--- src/rtl/vline_fetch.sv ---
module vline_fetch #(
  parameter int AW = 32,
  parameter int DW = 32,
  parameter int LVLW = 6,
  parameter int DIMW = 10,
  parameter int DUAL_BEATS = 8,
  parameter int WARN_LVL = 16
) (
  input  logic            clk,
  input  logic            rst_n,
  input  logic            clr,
  input  logic            cfg_dual,
  input  logic [AW-1:0]   cfg_base,
  input  logic [LVLW-1:0] cfg_wm,
  input  logic [DIMW-1:0] cfg_width,
  input  logic [DIMW-1:0] cfg_lines,
  input  logic [LVLW-1:0] lvl_a,
  input  logic [LVLW-1:0] lvl_b,
  input  logic            full_a,
  input  logic            full_b,
  input  logic            bus_gnt,
  input  logic            bus_dvalid,
  input  logic [DW-1:0]   bus_rdata,
  output logic            bus_req,
  output logic [AW-1:0]   bus_addr,
  output logic            fifo_wr_a,
  output logic            fifo_wr_b,
  output logic [DW-1:0]   fifo_wdata,
  output logic            fifo_flush,
  output logic            wm_warn
);
  localparam int FW  = 2 * DIMW;
  localparam int BCW = $clog2(DUAL_BEATS) + 1;

  logic [FW-1:0]   frame_w, span, pos_a, pos_b;
  logic [LVLW-1:0] thr;
  logic            active, tgt, last, arm_a, arm_b;
  logic [BCW-1:0]  beats;
  logic            hung_a, hung_b, cand_a, cand_b, pick, tgt_full, beat;

  assign frame_w  = FW'(cfg_width) * FW'(cfg_lines);
  assign span     = cfg_dual ? (frame_w >> 1) : frame_w;
  assign thr      = cfg_dual ? {1'b0, cfg_wm[LVLW-1:1]} : cfg_wm;
  assign hung_a   = lvl_a < thr;
  assign hung_b   = cfg_dual && (lvl_b < thr);
  assign cand_a   = arm_a && !full_a;
  assign cand_b   = arm_b && !full_b;
  assign pick     = (cand_a && cand_b) ? ~last : cand_b;
  assign tgt_full = tgt ? full_b : full_a;

  assign bus_req    = active && !tgt_full && !clr;
  assign beat       = bus_req && bus_gnt && bus_dvalid;
  assign bus_addr   = tgt ? cfg_base + AW'(span) + AW'(pos_b) : cfg_base + AW'(pos_a);
  assign fifo_wr_a  = beat && !tgt;
  assign fifo_wr_b  = beat && tgt;
  assign fifo_wdata = bus_rdata;
  assign fifo_flush = clr;
  assign wm_warn    = cfg_wm > LVLW'(WARN_LVL);

  function automatic logic [FW-1:0] step_pos(input logic [FW-1:0] p, input logic [FW-1:0] lim);
    return (p + FW'(1) >= lim) ? '0 : p + FW'(1);
  endfunction

  always_ff @(posedge clk or negedge rst_n) begin
    if (!rst_n) begin
      active <= 1'b0;
      tgt    <= 1'b0;
      last   <= 1'b1;
      beats  <= '0;
      arm_a  <= 1'b0;
      arm_b  <= 1'b0;
      pos_a  <= '0;
      pos_b  <= '0;
    end else if (clr) begin
      active <= 1'b0;
      tgt    <= 1'b0;
      last   <= 1'b1;
      beats  <= '0;
      arm_a  <= 1'b0;
      arm_b  <= 1'b0;
      pos_a  <= '0;
      pos_b  <= '0;
    end else begin
      arm_a <= full_a ? 1'b0 : (hung_a ? 1'b1 : arm_a);
      arm_b <= (full_b || !cfg_dual) ? 1'b0 : (hung_b ? 1'b1 : arm_b);
      if (!active) begin
        if (cand_a || cand_b) begin
          active <= 1'b1;
          tgt    <= pick;
          last   <= pick;
          beats  <= '0;
        end
      end else if (tgt_full) begin
        active <= 1'b0;
      end else if (beat) begin
        beats <= beats + BCW'(1);
        if (cfg_dual && beats == BCW'(DUAL_BEATS - 1)) active <= 1'b0;
      end
      if (fifo_wr_a) pos_a <= step_pos(pos_a, span);
      if (fifo_wr_b) pos_b <= step_pos(pos_b, span);
    end
  end
endmodule

--- config.mk ---
export PLATFORM = sky130hd
export DESIGN_NAME = vline_fetch
export DESIGN_NICKNAME = d
export VERILOG_FILES = /design/src/rtl/vline_fetch.sv
export SDC_FILE = /design/constraint.sdc
export NUM_CORES = 1
export LEC_CHECK = 0
export BUFFER_PORTS_ARGS = -buffer_cell sky130_fd_sc_hd__buf_4
export CELL_PAD_IN_SITES_DETAIL_PLACEMENT = 0
export CELL_PAD_IN_SITES_GLOBAL_PLACEMENT = 2
export CORE_UTILIZATION = 30
export CTS_CLUSTER_SIZE = 14
export DETAILED_ROUTE_END_ITERATION = 16
export MAX_ROUTING_LAYER = met4
export PLACE_DENSITY = 0.72
export REMOVE_ABC_BUFFERS = 1
export SYNTH_ARGS = -nofsm -noshare
export SYNTH_HDL_FRONTEND = slang
export SYNTH_SLANG_ARGS = --single-unit
--- constraint.sdc ---
create_clock -name clk -period 16.5 [get_ports clk]
set_input_delay 1.65 -clock clk [delete_from_list [all_inputs] [get_ports clk]]
set_output_delay 1.65 -clock clk [all_outputs]
set_load 0.01 [all_outputs]
==> PnR_summary.wiki, run 1 <==
{| class="wikitable"
! Metric !! Value
|-
| Total of cells resized after clock tree synthesis || 0
|-
| Destination of the worst register-to-register timing path || pos_a[14]
|-
| Vias in the first global route || 9340
|-
| Cell seen most often among critical-path stages || sky130_fd_sc_hd__fa_1
|-
| Total global routing overflow || 0
|-
| Maximum net fanout on the critical path || 10
|-
| Fraction of layout instances using a drive strength above 1 || 0.118
|-
| Min-Delay Path Class || flop to flop
|-
| First-pass GRT wire length || approximately 50000 um
|-
| Share of flip-flops with an asynchronous set or reset || 1.00
|-
| Clk sinks || 49
|-
| Top cell family by delay on the critical path || adder cells
|-
| Pin count of the biggest net entering global routing || 56
|-
| Switching power as a share of total power || 0.545
|-
| DP Area || 0.0117 mm2
|-
| Portion of total power attributed to combinational logic || 0.877
|-
| Worst setup slack after layout || 5.37 ns
|-
| Number of synthesized flops with an enable pin || 0
|-
| Port bufs || roughly 110
|-
| Time the worst path needs with I/O delays and setup || 11.13 ns
|-
| P_int || between 900 and 1000 uW
|-
| End point of the worst hold path || pos_b[13]
|-
| Die X || about 190 um
|-
| Worst voltage drop across the vdd grid || roughly 0.00014 V
|-
| Leading register cell type out of synthesis || sky130_fd_sc_hd__dfrtp_1
|-
| Number of nets at the end of the flow || roughly 1.7k
|-
| H-tree depth reported by CTS || 2
|-
| Max Transition Viols Final || 0
|-
| Portion of the clock cycle consumed by the worst path in the final layout || 0.674
|-
| Number of hold violations in the final report || 0
|-
| Portion of total power attributed to the clock network || 0.062
|-
| Setup repair after global routing missed its margin || no
|-
| Number of placed I/O pins || ~180
|-
| Worst setup EP type || output port
|-
| Non-filler cells, final || ~1.8k
|-
| Pin slew with the least headroom to its limit || between 1 and 1.5 ns
|-
| Worst-case register-to-register setup slack || 11.56 ns
|-
| Avg Cell Area, Syn || 8.28 um2
|-
| Post-route cell area || around 0.012 mm2
|-
| Largest buffer count on any clock path || 2
|-
| Router iterations before antenna repair || 5
|-
| Per-cell via count in the routed design || between 5 and 6
|-
| Initial Util || 0.307
|-
| Synth-to-Final Area Change || 11.5%
|-
| Worst Path Arrival || around 9.5 ns
|-
| Number of buffers and inverters on the critical path || 7
|-
| Post-synthesis sequential area ratio || 0.115
|-
| Data required, critical path || about 15 ns
|-
| Static leakage || about 0.006 uW
|-
| Element type at the critical path start || input pin
|-
| Count of cell types in the netlist || between 70 and 80
|-
| Number of setup violations in the final report || 0
|-
| Clock skew after layout || between 0.01 and 0.015 ns
|-
| Final wirelength || 30600 um
|-
| Overall routing resource usage || 0.180
|-
| Power Density || 168 mW/mm2
|-
| Latest clock arrival within the worst-skew pair || approximately 0.30 ns
|-
| Min-Delay Path Depth || 1
|-
| Sequential share of power || 0.061
|-
| Number of antenna violations at the first check in global routing || 0
|-
| Number of remaining DRC errors || 0
|-
| Via Count || 9065
|-
| Height of the die || 190 um
|-
| Logic depth of the worst register-to-register path || 17
|-
| Number of storage elements in the synthesis netlist || 49
|-
| Placer Congestion || a little over 0.8
|-
| Total number of yosys warnings || 0
|-
| Max-Cap Viols || 0
|-
| Placed insts || around 1.8k
|-
| Most frequent cells in the layout || 147 x sky130_fd_sc_hd__inv_1, 147 x sky130_fd_sc_hd__ha_1, 119 x sky130_fd_sc_hd__buf_4
|-
| TritonCTS buffer count || 5
|-
| Number of DRC violations after detailed-routing iteration 0 || approximately 440
|-
| Number of instances in the synthesized netlist || roughly 1.3k
|-
| Peak per-stage delay on the critical path || around 0.57 ns
|-
| Routed length per placed instance || 17.0 um
|-
| Clock transition time at the flip-flop clock pins of the worst setup and hold paths || roughly 0.07 ns
|-
| Clock root cell || sky130_fd_sc_hd__clkbuf_16
|-
| Final HPWL DP || roughly 26000 um
|-
| Start point of the worst hold path || pos_b[13]
|-
| Worst-case headroom to the max-slew limit || 0.317
|-
| Launch instance of the worst register-to-register path || pos_a[0]
|-
| Netlist area before placement || 0.0106 mm2
|-
| Switching component of the power || 1090 uW
|-
| Status || finished clean
|-
| ANT nets after route || 0
|-
| Worst setup timing slack at the placement stage || between 5 and 6 ns
|-
| Postcts setup bufs || 0
|-
| Rows || about 70
|-
| Critical path's slowest cell || sky130_fd_sc_hd__fa_1
|-
| Achievable clock frequency || 89.9 MHz
|-
| CTS tree || done
|-
| Post-CTS Hold Buffers || 0
|-
| Critical Setup Path Class || input pin to output port
|-
| Core footprint || around 0.035 mm2
|-
| DIE AREA || around 0.036 mm2
|-
| Diode insertion count for antenna repair || 0
|-
| Setup_tns || 0 ns
|}
[worst max-delay path by stage]
stage,start,to,cells after the start
6_report,cfg_width[1],bus_addr[25],32
5_1_grt,cfg_width[5],bus_addr[31],33
3_5_place_dp,cfg_width[1],bus_addr[31],32
2_1_floorplan,cfg_width[1],bus_addr[31],29
3_3_place_gp,cfg_lines[3],bus_addr[31],31
4_1_cts,cfg_width[1],bus_addr[31],32
[synthesized netlist by cell type, drive strengths merged (12+ instances only)]
library cell,count,area share
xor2,34,0.029
inv,148,0.052
fa,83,0.16
nand2b,21,0.012
clkbuf,26,0.0094
a211oi,12,0.0085
a21oi,70,0.033
o21ai,67,0.031
mux2i,21,0.020
and3,15,0.0088
o22ai,18,0.011
a32o,12,0.012
a31oi,12,0.0076
ha,147,0.17
dfrtp,48,0.11
xnor2,62,0.051
buf,43,0.029
a21o,27,0.019
o21a,18,0.013
nand2,114,0.040
nor3,19,0.0089
and2,67,0.039
nor2,55,0.020
nand3,33,0.016
[stage by stage]
stage	util	power, uW	hold slack (ns)
final	0.342	1990	0.529
after global routing	0.342	2240	0.549
after global placement	0.337	1870	0.512
after CTS	0.342	2000	0.533
after floorplan	-	1420	0.488
after detailed placement	0.337	1850	0.516
[flip-flops by register name (all words and copies together) (netlist names)]
name / flops
pos_a: 20
pos_b: 20
beats: 4
active: 1
arm_a: 1
arm_b: 1
last: 1
tgt: 1
[power groups by stage]
stage	Combinational, uW	Sequential, uW	Clock, uW
detailed placement	1720	124	0
global route	1990	121	133
floorplan	1290	124	0
CTS	1750	121	129
finish	1750	121	124
global placement	1750	124	0
[per-layer routing]
| metal | global-route usage | wire length [um] |
|---|---|---|
| met1 | 0.248 | 15000 |
| met2 | 0.286 | 14100 |
| met3 | 0.0208 | 1330 |
| met4 | 0.0274 | 167 |
| met5 | - | 0 |
[cells by family after synthesis]
group,count (synthesis),synth area share
and+or+nand+nor,369,0.175
AOI/OAI and AO/OA,300,0.187
xor gates and xnor gates,96,0.0797
adders and majority gates,230,0.329
muxes,25,0.0240
buffers and inverters,217,0.0906
DFF,49,0.115
[area by class of cell]
type                       count  area, um2
fill                        3737      22800
multi-input combinational   1020       8450
sequential                    49       1230
timing repair buffer         119        893
tap                          455        569
inverter                     148        556
clock buffer                   5        125
clock inverter                 3       46.3
Power figures use the tool's default switching activity.
==> run 2: changes to the inputs <==
clock period = 11.7 ns   (was 16.5 ns; I/O delays follow)
==> run 2 against run 1 <==
Net effect: worst setup slack lost 3.9 ns; cell count is the same; sequential share of layout area is essentially flat; sequential power grew 41%; worst hold slack gained 0.0074 ns; via count grew 0.56%; non-clock buffer count is the same; highest routed layer unchanged.
==> PnR_summary.wiki, run 2 (synthesis gave the netlist of run 1 again) <==
{| class="wikitable"
! Metric !! Value
|-
| Rows || a little under 70
|-
| Diode insertion count for antenna repair || 0
|-
| Element type at the critical path start || input pin
|-
| Static leakage || around 0.0060 uW
|-
| Via Count || 9116
|-
| Logic depth of the worst register-to-register path || 17
|-
| Largest buffer count on any clock path || 2
|-
| Setup_tns || 0 ns
|-
| GR Layer Usage met2 || 0.285
|-
| Post-CTS Hold Buffers || 0
|-
| Total global routing overflow || 0
|-
| Clock skew after layout || ~0.011 ns
|-
| Number of hold violations in the final report || 0
|-
| CTS tree || done
|-
| Critical Setup Path Class || input pin to output port
|-
| Fraction of layout instances using a drive strength above 1 || 0.118
|-
| Data required, critical path || 10.53 ns
|-
| Number of DRC violations after detailed-routing iteration 0 || around 440
|-
| Setup repair after global routing missed its margin || no
|-
| Placer Congestion || 0.820
|-
| Worst setup slack after layout || 1.47 ns
|-
| Number of nets at the end of the flow || 1683
|-
| Global route hottest layer || met2
|-
| Non-filler cells, final || 1799
|-
| Routed length per placed instance || between 15 and 20 um
|-
| Critical path's slowest cell || sky130_fd_sc_hd__fa_1
|-
| Vias in the first global route || 9381
|-
| Die X || between 150 and 200 um
|-
| Max Transition Viols Final || 0
|-
| Number of antenna violations at the first check in global routing || 0
|-
| Per-cell via count in the routed design || about 5.1
|-
| Met1 Use GR || 0.248
|-
| Number of remaining DRC errors || 0
|-
| Clock root cell || sky130_fd_sc_hd__clkbuf_16
|-
| Final HPWL DP || about 26000 um
|-
| Postcts setup bufs || 0
|-
| Worst Path Arrival || roughly 9.1 ns
|-
| H-tree depth reported by CTS || 2
|-
| Status || finished clean
|-
| Core footprint || 0.0347 mm2
|-
| Clock transition time at the flip-flop clock pins of the worst setup and hold paths || ~0.070 ns
|-
| Port bufs || around 110
|-
| Power Density || ~240 mW/mm2
|-
| Min-Delay Path Class || flop to flop
|-
| Final wirelength || between 30000 and 40000 um
|-
| Min-Delay Path Depth || 1
|-
| Origin of the worst setup path || cfg_width[1]
|-
| Synth-to-Final Area Change || 11.6%
|-
| Registers with the highest flip-flop counts || pos_a (20), pos_b (20), beats (4)
|-
| Total of cells resized after clock tree synthesis || 0
|-
| Worst-case headroom to the max-slew limit || 0.297
|-
| ANT nets after route || 0
|-
| Achievable clock frequency || 97.8 MHz
|-
| Number of setup violations in the final report || 0
|-
| Router iterations before antenna repair || 5
|-
| Time the worst path needs with I/O delays and setup || ~10 ns
|-
| Post-route total power || between 2000 and 3000 uW
|-
| Launch instance of the worst register-to-register path || pos_a[0]
|-
| Clk sinks || 49
|-
| Height of the die || between 150 and 200 um
|-
| Peak per-stage delay on the critical path || 0.57 ns
|-
| Maximum net fanout on the critical path || 10
|-
| Pin slew with the least headroom to its limit || roughly 1.1 ns
|-
| Cell seen most often among critical-path stages || sky130_fd_sc_hd__fa_1
|-
| Worst voltage drop across the vdd grid || 0.000170 V
|-
| Overall routing resource usage || 0.180
|-
| Number of placed I/O pins || approximately 180
|-
| DIE AREA || between 0.03 and 0.04 mm2
|-
| Start point of the worst hold path || beats[0]
|-
| Max-Cap Viols || 0
|-
| Latest clock arrival within the worst-skew pair || 0.30 ns
|-
| First-pass GRT wire length || a little over 50000 um
|-
| Most frequent cells in the layout || 147 x sky130_fd_sc_hd__inv_1, 147 x sky130_fd_sc_hd__ha_1, 119 x sky130_fd_sc_hd__buf_4
|-
| Pin count of the biggest net entering global routing || 50
|-
| TritonCTS buffer count || 5
|-
| Fraction of met3 tracks used by global routing || 0.0191
|-
| Placed insts || between 1.5k and 2k
|-
| Filler cell count in the final layout || around 3.7k
|-
| Worst setup EP type || output port
|-
| Initial Util || 0.307
|-
| Worst setup timing slack at the placement stage || around 1.5 ns
|-
| Portion of the clock cycle consumed by the worst path in the final layout || 0.874
|}
[run 2: critical path: cells and delay by family]
kind,cells,cell delay (ns)
adder cells (fa/ha/maj),8,3.64
AO/OA/AOI/OAI,9,2.29
AND/OR/NAND/NOR,5,0.80
buffers and inverters,7,0.55
XOR/XNOR,2,0.36
multiplexers,1,0.24
[run 2: through the flow]
| stage | cell area [um2] | hold slack (ns) | utilization |
|---|---|---|---|
| global placement | 11700 | 0.510 | 0.337 |
| detailed placement | 11700 | 0.520 | 0.337 |
| global route | 11900 | 0.548 | 0.342 |
| finish | 11900 | 0.536 | 0.342 |
| CTS | 11900 | 0.541 | 0.342 |
| floorplan | 10200 | 0.488 | - |
[run 2: routing by layer]
layer / vias to the layer above / wire (um)
met5: - / 0
met4: 0 / 374
met3: 18 / 1220
met2: 193 / 14100
met1: 4375 / 15300
li1: 4530 / -
[run 2: final timing paths]
check,end,slack [ns]
setup / recovery,bus_addr[25],1.47
hold / removal,beats[0],0.54
setup reg to reg,pos_a[14],6.78
hold reg to reg,beats[0],0.54
max in group asynchronous,pos_b[12],10.27
min in group asynchronous,beats[0],0.91
[run 2: where the power goes]
group | switching (uW) | internal (uW)
Sequential | 1.18 | 170
Combinational | 1450 | 1010
Clock | 71.4 | 107
[run 2: cell type report]
| class | count | area [um2] | share of cell area |
|---|---|---|---|
| repair buffers | 119 | 893 | 0.0752 |
| flip-flops and latches | 49 | 1230 | 0.103 |
| inverters | 148 | 556 | 0.0468 |
| clock buffers | 6 | 139 | 0.0117 |
| well taps | 455 | 569 | 0.0479 |
| clock inverters | 2 | 37.5 | 0.00316 |
| multi-input cells | 1020 | 8450 | 0.712 |
